## src/rtl/irqc_pkg.sv

```systemverilog
package irqc_pkg;
  localparam int OFF_W = 4;

  localparam logic [OFF_W-1:0] OFF_STAT   = 4'd0;
  localparam logic [OFF_W-1:0] OFF_SET    = 4'd1;
  localparam logic [OFF_W-1:0] OFF_EN     = 4'd2;
  localparam logic [OFF_W-1:0] OFF_CRIT   = 4'd3;
  localparam logic [OFF_W-1:0] OFF_POL    = 4'd4;
  localparam logic [OFF_W-1:0] OFF_TRIG   = 4'd5;
  localparam logic [OFF_W-1:0] OFF_MASKED = 4'd6;
  localparam logic [OFF_W-1:0] OFF_VEC    = 4'd7;
  localparam logic [OFF_W-1:0] OFF_VCFG   = 4'd8;

  // strobes from the decoder to the datapath
  typedef struct packed {
    logic             wrClr;
    logic             wrSet;
    logic             wrEn;
    logic             wrCrit;
    logic             wrPol;
    logic             wrTrig;
    logic             wrCfg;
    logic             rdEn;
    logic [OFF_W-1:0] rdSel;
  } ctrlStrb_t;
endpackage

```

## src/rtl/irqc_ctrl.sv

```systemverilog
module irqc_ctrl
  import irqc_pkg::*;
(
  input  logic [OFF_W-1:0] regAddr,
  input  logic             regWr,
  input  logic             regRd,
  output ctrlStrb_t        strb
);
  always_comb begin
    strb        = '0;
    strb.rdEn   = regRd;
    strb.rdSel  = regAddr;
    if (regWr) begin
      case (regAddr)
        OFF_STAT: strb.wrClr  = 1'b1;
        OFF_SET:  strb.wrSet  = 1'b1;
        OFF_EN:   strb.wrEn   = 1'b1;
        OFF_CRIT: strb.wrCrit = 1'b1;
        OFF_POL:  strb.wrPol  = 1'b1;
        OFF_TRIG: strb.wrTrig = 1'b1;
        OFF_VCFG: strb.wrCfg  = 1'b1;
        default:  ;  // masked-status, vector and unmapped offsets take no write
      endcase
    end
  end
endmodule

```

## src/rtl/irqc_prio.sv

```systemverilog
module irqc_prio #(
  parameter int W     = 32,
  localparam int IDX_W = $clog2(W)
) (
  input  logic [W-1:0]     reqVec,
  input  logic             scanDown,
  output logic             hit,
  output logic [IDX_W-1:0] idx
);
  logic [W-1:0] revVec;
  logic [W-1:0] scanVec;

  // reversing the request vector lets one lowest-first encoder serve both directions
  for (genvar g = 0; g < W; g++) begin : g_rev
    assign revVec[g] = reqVec[W-1-g];
  end

  assign scanVec = scanDown ? revVec : reqVec;
  assign hit     = |scanVec;

  always_comb begin
    idx = '0;
    for (int i = W - 1; i >= 0; i--) begin
      if (scanVec[i]) idx = IDX_W'(i);
    end
  end
endmodule

```

## src/rtl/irqc_datapath.sv

```systemverilog
module irqc_datapath
  import irqc_pkg::*;
#(
  parameter int DATA_W    = 32,
  parameter bit VECTOR_EN = 1'b1,
  parameter int VEC_SHIFT = 9,
  localparam int IDX_W    = $clog2(DATA_W)
) (
  input  logic              clk,
  input  logic              rstN,
  input  logic [DATA_W-1:0] irqIn,
  input  ctrlStrb_t         strb,
  input  logic [DATA_W-1:0] wrData,
  output logic [DATA_W-1:0] rdData,
  output logic              irqNormOut,
  output logic              irqCritOut
);
  logic [DATA_W-1:0] lineBits, linePrev;
  logic [DATA_W-1:0] statusQ, statusD;
  logic [DATA_W-1:0] enQ, critQ, polQ, trigQ;
  logic [DATA_W-1:0] cfgQ, vecQ;
  logic [DATA_W-1:0] riseBits, chgBits, levelChg;
  logic [DATA_W-1:0] maskedBits, critVec;
  logic              normPend;
  logic              critHit;
  logic [IDX_W-1:0]  critIdx;
  logic [DATA_W-1:0] vecD;

  // line n lands on register bit DATA_W-1-n
  for (genvar g = 0; g < DATA_W; g++) begin : g_map
    assign lineBits[DATA_W-1-g] = irqIn[g];
  end

  assign riseBits = lineBits & ~linePrev;
  assign chgBits  = lineBits ^ linePrev;
  assign levelChg = chgBits & ~trigQ;

  always_comb begin
    statusD = statusQ;
    if (strb.wrClr) statusD = (statusD & ~wrData) | (lineBits & ~trigQ);
    if (strb.wrSet) statusD = statusD | wrData;
    statusD = statusD | (riseBits & trigQ);
    statusD = (statusD & ~levelChg) | (levelChg & lineBits);
  end

  assign maskedBits = statusQ & enQ;
  assign normPend   = |(maskedBits & ~critQ);
  assign critVec    = maskedBits & critQ;

  irqc_prio #(.W(DATA_W)) u_prio (
    .reqVec   (critVec),
    .scanDown (cfgQ[0]),
    .hit      (critHit),
    .idx      (critIdx)
  );

  always_comb begin
    vecD = '0;
    if (critHit)
      vecD = {cfgQ[DATA_W-1:2], 2'b00} + (DATA_W'(critIdx) << VEC_SHIFT);
  end

  always_ff @(posedge clk) begin
    if (!rstN) begin
      statusQ    <= '0;
      enQ        <= '0;
      critQ      <= '0;
      polQ       <= '0;
      trigQ      <= '0;
      linePrev   <= '0;
      irqNormOut <= 1'b0;
      irqCritOut <= 1'b0;
    end else begin
      statusQ    <= statusD;
      linePrev   <= lineBits;
      irqNormOut <= normPend;
      irqCritOut <= |critVec;
      if (strb.wrEn)   enQ   <= wrData;
      if (strb.wrCrit) critQ <= wrData;
      if (strb.wrPol)  polQ  <= wrData;
      if (strb.wrTrig) trigQ <= wrData;
    end
  end

  if (VECTOR_EN) begin : g_vec
    always_ff @(posedge clk) begin
      if (!rstN) begin
        cfgQ <= '0;
        vecQ <= '0;
      end else begin
        vecQ <= vecD;
        if (strb.wrCfg) cfgQ <= wrData & ~DATA_W'(2);
      end
    end

    p_vec_idle_r9: assert property (@(posedge clk) disable iff (!rstN)
      !irqCritOut |-> (vecQ == '0));
  end else begin : g_novec
    assign cfgQ = '0;
    assign vecQ = '0;
  end

  always_comb begin
    rdData = '0;
    if (strb.rdEn) begin
      case (strb.rdSel)
        OFF_STAT, OFF_SET: rdData = statusQ;
        OFF_EN:            rdData = enQ;
        OFF_CRIT:          rdData = critQ;
        OFF_POL:           rdData = polQ;
        OFF_TRIG:          rdData = trigQ;
        OFF_MASKED:        rdData = maskedBits;
        OFF_VEC:           rdData = vecQ;
        OFF_VCFG:          rdData = cfgQ;
        default:           rdData = '0;
      endcase
    end
  end

  p_norm_on_r6: assert property (@(posedge clk) disable iff (!rstN)
    normPend |=> irqNormOut);
  p_norm_off_r6: assert property (@(posedge clk) disable iff (!rstN)
    !normPend |=> !irqNormOut);
  p_crit_on_r7: assert property (@(posedge clk) disable iff (!rstN)
    (|critVec) |=> irqCritOut);
  p_crit_off_r7: assert property (@(posedge clk) disable iff (!rstN)
    !(|critVec) |=> !irqCritOut);
  p_edge_sticky_r2: assert property (@(posedge clk) disable iff (!rstN)
    (!strb.wrClr && !strb.wrTrig) |=>
      ((statusQ & $past(statusQ & trigQ)) == $past(statusQ & trigQ)));
endmodule

```

## src/rtl/irqc_top.sv

```systemverilog
module irqc_top
  import irqc_pkg::*;
#(
  parameter int DATA_W    = 32,
  parameter bit VECTOR_EN = 1'b1,
  parameter int VEC_SHIFT = 9
) (
  input  logic              clk,
  input  logic              rstN,
  input  logic [DATA_W-1:0] irqIn,
  input  logic [OFF_W-1:0]  regAddr,
  input  logic              regWr,
  input  logic              regRd,
  input  logic [DATA_W-1:0] wrData,
  output logic [DATA_W-1:0] rdData,
  output logic              irqNormOut,
  output logic              irqCritOut
);
  ctrlStrb_t strb;

  irqc_ctrl u_ctrl (
    .regAddr (regAddr),
    .regWr   (regWr),
    .regRd   (regRd),
    .strb    (strb)
  );

  irqc_datapath #(
    .DATA_W    (DATA_W),
    .VECTOR_EN (VECTOR_EN),
    .VEC_SHIFT (VEC_SHIFT)
  ) u_dp (
    .clk        (clk),
    .rstN       (rstN),
    .irqIn      (irqIn),
    .strb       (strb),
    .wrData     (wrData),
    .rdData     (rdData),
    .irqNormOut (irqNormOut),
    .irqCritOut (irqCritOut)
  );
endmodule

```

## config.mk

```make
export PLATFORM = sky130hd
export DESIGN_NAME = irqc_top
export DESIGN_NICKNAME = d
export VERILOG_FILES = /design/src/rtl/irqc_pkg.sv /design/src/rtl/irqc_ctrl.sv /design/src/rtl/irqc_prio.sv /design/src/rtl/irqc_datapath.sv /design/src/rtl/irqc_top.sv
export SDC_FILE = /design/constraint.sdc
export NUM_CORES = 1
export LEC_CHECK = 0
export ABC_AREA = 1
export ABC_CLOCK_PERIOD_IN_PS = 8000
export BUFFER_PORTS_ARGS = -buffer_cell sky130_fd_sc_hd__buf_2
export CAP_MARGIN = 5
export CORE_MARGIN = 3
export CORE_UTILIZATION = 30
export CTS_BUF_LIST = sky130_fd_sc_hd__clkbuf_8
export DETAILED_ROUTE_END_ITERATION = 16
export GPL_TIMING_DRIVEN = 0
export SLEW_MARGIN = 30
export SYNTH_ARGS = -nofsm -noshare
export SYNTH_HDL_FRONTEND = slang
export SYNTH_SLANG_ARGS = --single-unit
```

## constraint.sdc

```tcl
create_clock -name clk -period 8 [get_ports clk]
set_input_delay 0.8 -clock clk [delete_from_list [all_inputs] [get_ports clk]]
set_output_delay 0.8 -clock clk [all_outputs]
set_load 0.05 [all_outputs]
```

; ---- Yosys cells after proc, flatten, opt, wreduce, memory -nomap -nowiden
; Index checks and enable logic that the tools add are counted.
[word_totals]
regBits = 257
in_bits = 72
out_inout_bits = 34
word_cells = 90
[op_classes]
addsub = 1
eq_ne = 8
mux = 45
bitwise = 20
n_reduce_logical = 6
[op_table]
columns = operator, n
row1 = bitwise AND 32 bit, 10
row2 = case mux 32 bit (8 select lines), 1
row3 = 2-to-1 mux 5 bit, 32
row4 = NOT 32 bit, 5
row5 = 2-to-1 mux 32 bit, 4
row6 = bitwise OR 32 bit, 4
row7 = OR reduction 32 bit, 3
row8 = adder 32 x 14 -> 32 bit, 1
row9 = bitwise XOR 32 bit, 1
row10 = "== test 4 x 3 -> 1 bit, second input constant", 4
row11 = "== test 4 x 2 -> 1 bit, second input constant", 2
row12 = 2-to-1 mux 1 bit, 7
row13 = 2-to-1 mux 7 bit, 1
row14 = "== test 4 x 1 -> 1 bit, second input constant", 1
row15 = "== test 4 bit, second input constant", 1
row16 = zero test 4 bit, 1
row17 = AND reduction 2 bit, 1
row18 = OR reduction 2 bit, 1

; ---- Logic depth before layout (Yosys ltp)
; Gate-level depths: netlist of run 1.
[depth]
ltp_word = 36
depth_mapped = 51
mapped_depth_nobuf = 51

; ---- Modules after synthesis
; Synthesis of run 1 repeated with hierarchy kept, for this count alone.
[hier_totals]
cells_unflattened = 2274
hier_area_um2 = 14148.6
[by_module_without_submodules]
columns = module, n_inst, cells_per_inst, area_each_um2
row1 = irqc_datapath, 1, 2045, 13145.1
row2 = irqc_prio, 1, 202, 879.6
row3 = irqc_ctrl, 1, 27, 123.9

; ---- Worst setup path after synthesis of run 1
; Ideal clock, no wire load.
[synth_path]
kind = flip-flop to flip-flop
startpoint = register u_dp.cfgQ[0]
endpoint = register u_dp.vecQ[31]
arrival_ns = 4.373
required_time_ns = 7.871
path_slack_ns = 3.498
path_stages_with_launch = 51
n_path_buf = 0
cell_sequence = dfxtp_1 -> inv_2 -> nand4_1 -> nand2_1 -> nand2_1 -> nand2_1 -> nand2_1 -> nand2_1 -> nand2_1 -> nand2_1 -> nand2_1 -> nand2_1 -> nand2_1 -> nand2_1 -> nand2_1 -> nand2_1 -> nand2_1 -> nand2_1 -> (+15 left out) -> a21oi_2 -> ha_1 -> inv_1 -> fa_1 -> nor2_1 -> nor2_1 -> o21bai_1 -> nand2_1 -> a21oi_2 -> nand3_2 -> nor3_2 -> inv_2 -> nor3_2 -> nand3_2 -> nor2_1 -> nand4_1 -> o41ai_1 -> a21oi_1
[synth_between]
elab_chain_len = 34
[synth_rtl]
columns = item, line_no
row1 = start: declaration, irqc_datapath.sv:21  ; logic [DATA_W-1:0] cfgQ, vecQ;
row2 = start signal: assignment, irqc_datapath.sv:92  ; if (strb.wrCfg) cfgQ <= wrData & ~DATA_W'(2);
row3 = 2-to-1 mux 32 bit *, irqc_prio.sv:18  ; assign scanVec = scanDown ? revVec : reqVec;
row4 = 2-to-1 mux 5 bit (32 in series), irqc_prio.sv:24  ; if (scanVec[i]) idx = IDX_W'(i);
row5 = adder 32 x 14 -> 32 bit, irqc_datapath.sv:60  ; vecD = {cfgQ[DATA_W-1:2], 2'b00} + (DATA_W'(critIdx) << VEC_SHIFT);
row6 = end signal: assignment, irqc_datapath.sv:91  ; vecQ <= vecD;
row7 = end: declaration, irqc_datapath.sv:21
; Mark *: on every way between the ends. The rest lies on a longest branch, timed or not.
; A chain may end at the register's enable or synchronous reset.

; ---- Worst setup path in the final report of run 1
[layout_path]
startpoint = register u_dp.enQ[29]
endpoint = register u_dp.vecQ[31]
[layout_between]
elab_chain_len = 34
[layout_rtl]
columns = item, line_no
row1 = start: declaration, irqc_datapath.sv:20  ; logic [DATA_W-1:0] enQ, critQ, polQ, trigQ;
row2 = start signal: assignment, irqc_datapath.sv:78  ; if (strb.wrEn) enQ <= wrData;
row3 = bitwise AND 32 bit *, irqc_datapath.sv:46  ; assign maskedBits = statusQ & enQ;
row4 = bitwise AND 32 bit *, irqc_datapath.sv:48  ; assign critVec = maskedBits & critQ;
row5 = 2-to-1 mux 32 bit *, irqc_prio.sv:18
row6 = 2-to-1 mux 5 bit (30 in series), irqc_prio.sv:24
row7 = adder 32 x 14 -> 32 bit, irqc_datapath.sv:60
; Marks and branches as above.

==> reports/qor.yml, run 1 <==
gp_congestion: 0.9700
reg2regPathDepth: 49
ys_seq_area_share_pct: 39.66
syn_avg_cell_area_um2: 6.969
critical_path_arrival_ns: 6.24
fin_skew_ns: 0.03144
cts.repair.resized: 0
start_util_pct: 30.55
grt_use_total_pct: 22.63
ir_drop_mv: 0.1497
max_freq_mhz: 172.9
stdcell_area_mm2: 0.01499
cpMostUsedCell: "nand2_1"
die-width_um: 213.1
rrSetupSlack_ns: 2.22
h-tree-depth: 2
synthDistinctLibCells: 41
power_density_mw_per_mm2: 197.8
hold_depth: 3
dpl.hpwl_um: 38640
grt_overflow: 0
crit_path_end_kind: "flip-flop"
worst-path-max-fanout: 4
clk_pin_slew_ns: 0.07
numCtsBuffers: 45
viasPerCell: 5.397
hold_viol: 0
cap_violations: 0
rsz0062_at_grt: "false"
antenna_found_initial: 1
io_buffers: 103
leakagePower_nw: 6.020
postSynthCellCount: 1847
num_vias: 13870
drt_iter0_drc: 1395
fin_setup_tns_ns: 0
timing.final.crit_share_pct: 72.30
synth_nets: 1957
synthTopCellsByCount: "inv_1, dfxtp_1, a21oi_1, o21ai_0, nand2_1"
synth_warnings: 0
io_pins: 106
grt_pass1_wl_um: 78470
row_count: 75
fin_crit_ns: 5.784
cts_setup_buffers: 0
routedWlPerCell_um: 20.47
dr.pass1.iters: 7
yosysMostFrequentCell: "inv_1"
crit_type: "reg2reg"
required_ns: 8.46
antenna_left: 0
synth-seq-cells: 255
async_flop_share_pct: 0
cts_root_buf: "clkbuf_8"
min_to: "u_dp.linePrev[2]"
drc: 0
cts_tree: "yes"
status: "complete, no violations"
critPathSlowestCell: "fa_1"
synth-edff-count: 0
grt_pass1_vias: 13350
clk_latency_ns: 0.59
syn2layout_area_growth_pct: 16.42
setup_viol: 0
layout-drive-gt1-share_pct: 10.30
synth_top_flop_cell: "dfxtp_1"
hp-class: "in2reg"
synth_top_cell_by_area: "dfxtp_1"
slowest_delay_ns: 0.41
clkSinkCount: 255
placed_area_mm2: 0.01406
r2r_end: "u_dp.vecQ[31]"
core_area_mm2: 0.04213
clock_path_buffers: 3
r2r_start: "u_dp.enQ[29]"
syn-cell-area_mm2: 0.01287
hold_buffers: 0
fin_nets: 2107
grt_max_degree: 11
critPathLaunchType: "flip-flop"
yosys-top-cells-area: "dfxtp_1, a21oi_1, inv_1"
worst_slew_pin_slew_ns: 0.9352
slew_headroom_pct: 37.65
synth_top_area_share_pct: 39.66
drv_slew: 0
wl_um: 52590
hp-start: "irqIn[29]"
die_area_mm2: 0.04543
die_y_um: 213.1
==> sequential cells by signal (all words and copies together), names as in the netlist <==
signal / cells
u_dp.polQ: 32
u_dp.irqNormOut: 1
u_dp.cfgQ: 31
u_dp.enQ: 32
u_dp.linePrev: 32
u_dp.vecQ: 30
u_dp.critQ: 32
u_dp.irqCritOut: 1
u_dp.trigQ: 32
u_dp.statusQ: 32
==> final cells by class <==
type                    instances  area [µm²]
clock inverters                23       147.6
flip-flops and latches        255        5105
well taps                     539       674.4
multi-input cells            1144        6072
fillers                      4494       27150
inverters                     347        1303
repair buffers                103       515.5
plain buffers                 101       395.4
diodes                          1       2.502
clock buffers                  56       770.7
==> cells in the final DEF, fill, tap and decap left out, drive strengths merged, types with 5 or more instances in the layout <==
master / instances
a221oi: 12
nand4: 7
buf: 112
a21oi: 251
nor2: 90
inv: 358
o22ai: 124
ha: 37
nor4: 28
nor3: 14
nand3: 56
clkbuf: 148
clkinv: 10
o211ai: 33
nand2: 215
a31oi: 5
dfxtp: 255
o21ai: 254
==> kinds of logic (layout without fill, tap and decap cells) <==
family / count (synthesis) / after routing / synth area share [%]
compound gates: 691 / 691 / 29.54
buf+inv: 448 / 630 / 13.19
simple gates: 413 / 413 / 13.72
flops: 255 / 255 / 39.66
fa+ha+maj: 38 / 38 / 3.752
xor+xnor: 2 / 2 / 0.1361
other cells: 0 / 1 / 0
==> critical path: cells and delay by family, from the launching register on <==
| kind | cells | cell delay, ns |
|---|---|---|
| simple gates | 39 | 3.49 |
| compound gates | 6 | 1.10 |
| buf+inv | 2 | 0.13 |
| flops | 1 | 0.33 |
| fa+ha+maj | 2 | 0.62 |
==> metrics by stage <==
step	power [mW]	hold slack, ns	cells	utilization, %	setup slack [ns]
finish	2.964	0.4251	2569	35.57	2.216
global route	3.066	0.4396	2569	35.57	1.635
CTS	2.970	0.4116	2568	35.55	2.295
detailed placement	1.715	0.4457	2489	33.37	2.327
global placement	1.707	0.4397	2489	33.37	2.313
floorplan	1.575	0.4297	1847	-	3.498
==> routing by layer <==
layer / vias to the layer above / GRT usage, % / share of wire [%]
met5: - / 0 / 0
met4: 0 / 10.37 / 4.3
met3: 124 / 3.835 / 7.5
met2: 637 / 37.54 / 46
met1: 6561 / 28.82 / 42
li1: 6544 / - / -
==> how the worst max path moves through the flow <==
| stage | start | endpoint | cells past startpoint | slack, ns |
|---|---|---|---|---|
| after floorplan | u_dp.cfgQ[0] | u_dp.vecQ[31] | 50 | 3.50 |
| after global placement | u_dp.statusQ[29] | u_dp.vecQ[31] | 49 | 2.31 |
| after detailed placement | u_dp.statusQ[29] | u_dp.vecQ[31] | 49 | 2.33 |
| after CTS | u_dp.statusQ[29] | u_dp.vecQ[31] | 49 | 2.30 |
| after global routing | u_dp.critQ[29] | u_dp.vecQ[31] | 49 | 1.63 |
| final | u_dp.enQ[29] | u_dp.vecQ[31] | 49 | 2.22 |
==> where the power goes <==
part | internal (mW) | total [mW] | leakage, nW | switching (mW)
sequential | 1.32 | 1.34 | 2.08 | 0.0232
combinational | 0.106 | 0.359 | 3.41 | 0.253
clock | 0.693 | 1.27 | 0.533 | 0.572
Note: power is estimated with default switching activity, not from simulation.
==> run 2: changes to the inputs <==
- ABC_CLOCK_PERIOD_IN_PS: 8000 -> 5200
- clock period: 8 -> 5.2 ns (I/O delays scaled with it)
==> reports/qor.yml, run 2 (synthesized netlist as in run 1, its figures left out) <==
hp-class: "in2reg"
hold_depth: 3
top_usage_layer: "met2"
multi_input_area_mm2: 0.006221
ir_drop_mv: 0.2304
critPathSlowestCell: "dfxtp_4"
mostFrequentLayoutCell: "inv_1"
die_y_um: 213.1
hold_buffers: 0
crit_type: "reg2reg"
setup_viol: 3
fin_skew_ns: 0.03066
io_buffers: 103
fin_crit_ns: 5.315
pwr-share-seq_pct: 45.1
pwr-share-comb_pct: 12.3
clkSinkCount: 255
clk_pin_slew_ns: 0.07
cts_root_buf: "clkbuf_8"
stdcell_area_mm2: 0.01551
drt_iter0_drc: 1385
power_frac_clock_pct: 42.6
cap_violations: 0
num_vias: 14080
grt_pass1_wl_um: 79370
grt_pass1_vias: 13590
p_sw_mw: 1.312
worst_slack_ns: -0.1152
grt_max_degree: 11
p_sw_share_pct: 28.69
fin_util_pct: 36.81
antenna_found_initial: 1
required_ns: 5.66
max_freq_mhz: 188.1
mostFrequentLayoutCells: "inv_1, a21oi_1, dfxtp_1"
die-width_um: 213.1
worst-path-max-fanout: 5
worst_slew_pin_slew_ns: 0.9158
cpMostUsedCell: "nand2_1"
row_count: 75
fin_setup_tns_ns: -0.1628
clock_path_buffers: 3
p_int_mw: 3.260
wl_um: 53350
grt.met1_usage_pct: 28.93
power_mw: 4.572
hold_viol: 0
critPathLaunchType: "flip-flop"
dr.pass1.iters: 6
fin_nets: 2151
h-tree-depth: 2
slew_headroom_pct: 38.95
layout-drive-gt1-share_pct: 13.75
cts_tree: "yes"
crit_path_end_kind: "flip-flop"
final_cell_count_no_fill: 2613
drv_slew: 0
grtUsageMet3_pct: 3.996
dpl.hpwl_um: 38640
syn2layout_area_growth_pct: 20.49
reg2regPathDepth: 50
grt_use_total_pct: 22.85
violations: "setup timing"
met2_usage_pct: 37.96
antenna_left: 0
placed_area_mm2: 0.01406
fillers: 4433
core_area_mm2: 0.04213
grt_overflow: 0
die_area_mm2: 0.04543
power_density_mw_per_mm2: 294.8
rsz0062_at_grt: "true"
place_inst: 2489
gp_congestion: 0.9700
io_pins: 106
viasPerCell: 5.389
slowest_delay_ns: 0.37
drc: 0
regArea_mm2: 0.005117
clk_latency_ns: 0.59
status: "complete, but fails checks"
routedWlPerCell_um: 20.42
timing.final.crit_share_pct: 102.2
start_util_pct: 30.55
critical_path_arrival_ns: 5.77
leakagePower_nw: 6.305
numCtsBuffers: 45
-- run 2: path summary, 6_finish.rpt --
kind	from	slack, ns	end
min	irqIn[29]	0.14	u_dp.linePrev[2]
min reg2reg	u_dp.polQ[15]	0.45	u_dp.polQ[15]
max	u_dp.cfgQ[0]	-0.12	u_dp.vecQ[31]
max reg2reg	u_dp.cfgQ[0]	-0.12	u_dp.vecQ[31]
-- run 2: per-layer routing --
layer,routed length (µm),up-vias
li1,-,6622
met1,22160,6682
met2,24810,633
met3,3968,144
met4,2415,0
met5,0,-
-- run 2: power groups by stage --
stage	clock, mW	combinational (mW)	sequential, mW
after floorplan	0	0.325	2.10
after global placement	0	0.525	2.10
after detailed placement	0	0.537	2.10
after CTS	1.97	0.547	2.06
after global routing	2.04	0.620	2.07
final	1.95	0.564	2.06
-- run 2: cell type report --
| cell class | instances | share of cell area [%] |
|---|---|---|
| diodes | 1 | 0.01613 |
| plain buffers | 101 | 2.573 |
| clock buffers | 56 | 4.969 |
| flip-flops and latches | 255 | 32.99 |
| inverters | 347 | 8.414 |
| repair buffers | 147 | 5.623 |
| clock inverters | 23 | 0.9519 |
| multi-input cells | 1144 | 40.11 |
| well taps | 539 | 4.348 |
-- run 2: worst max-delay path, delay by kind of cell (launching register included) --
kind	cells	cell delay (ns)
AOI/OAI and AO/OA	5	1.05
and+or+nand+nor	40	3.04
DFF	1	0.37
adders and majority gates	2	0.53
buffers and inverters	3	0.17
-- run 2: timing repair --
item	4_1_cts	5_1_grt
resized for setup	27	26
setup buffers	35	16
pin swaps	14	20
setup endpoints to repair	4	11
-- run 2: through the flow --
| stage | hold WS [ns] | setup slack (ns) |
|---|---|---|
| after global placement | 0.4397 | -0.4871 |
| after detailed placement | 0.4457 | -0.4728 |
| after CTS | 0.1316 | -0.01413 |
| final | 0.1442 | -0.1152 |
| after floorplan | 0.4297 | 0.6980 |
| after global routing | 0.1563 | -0.5836 |
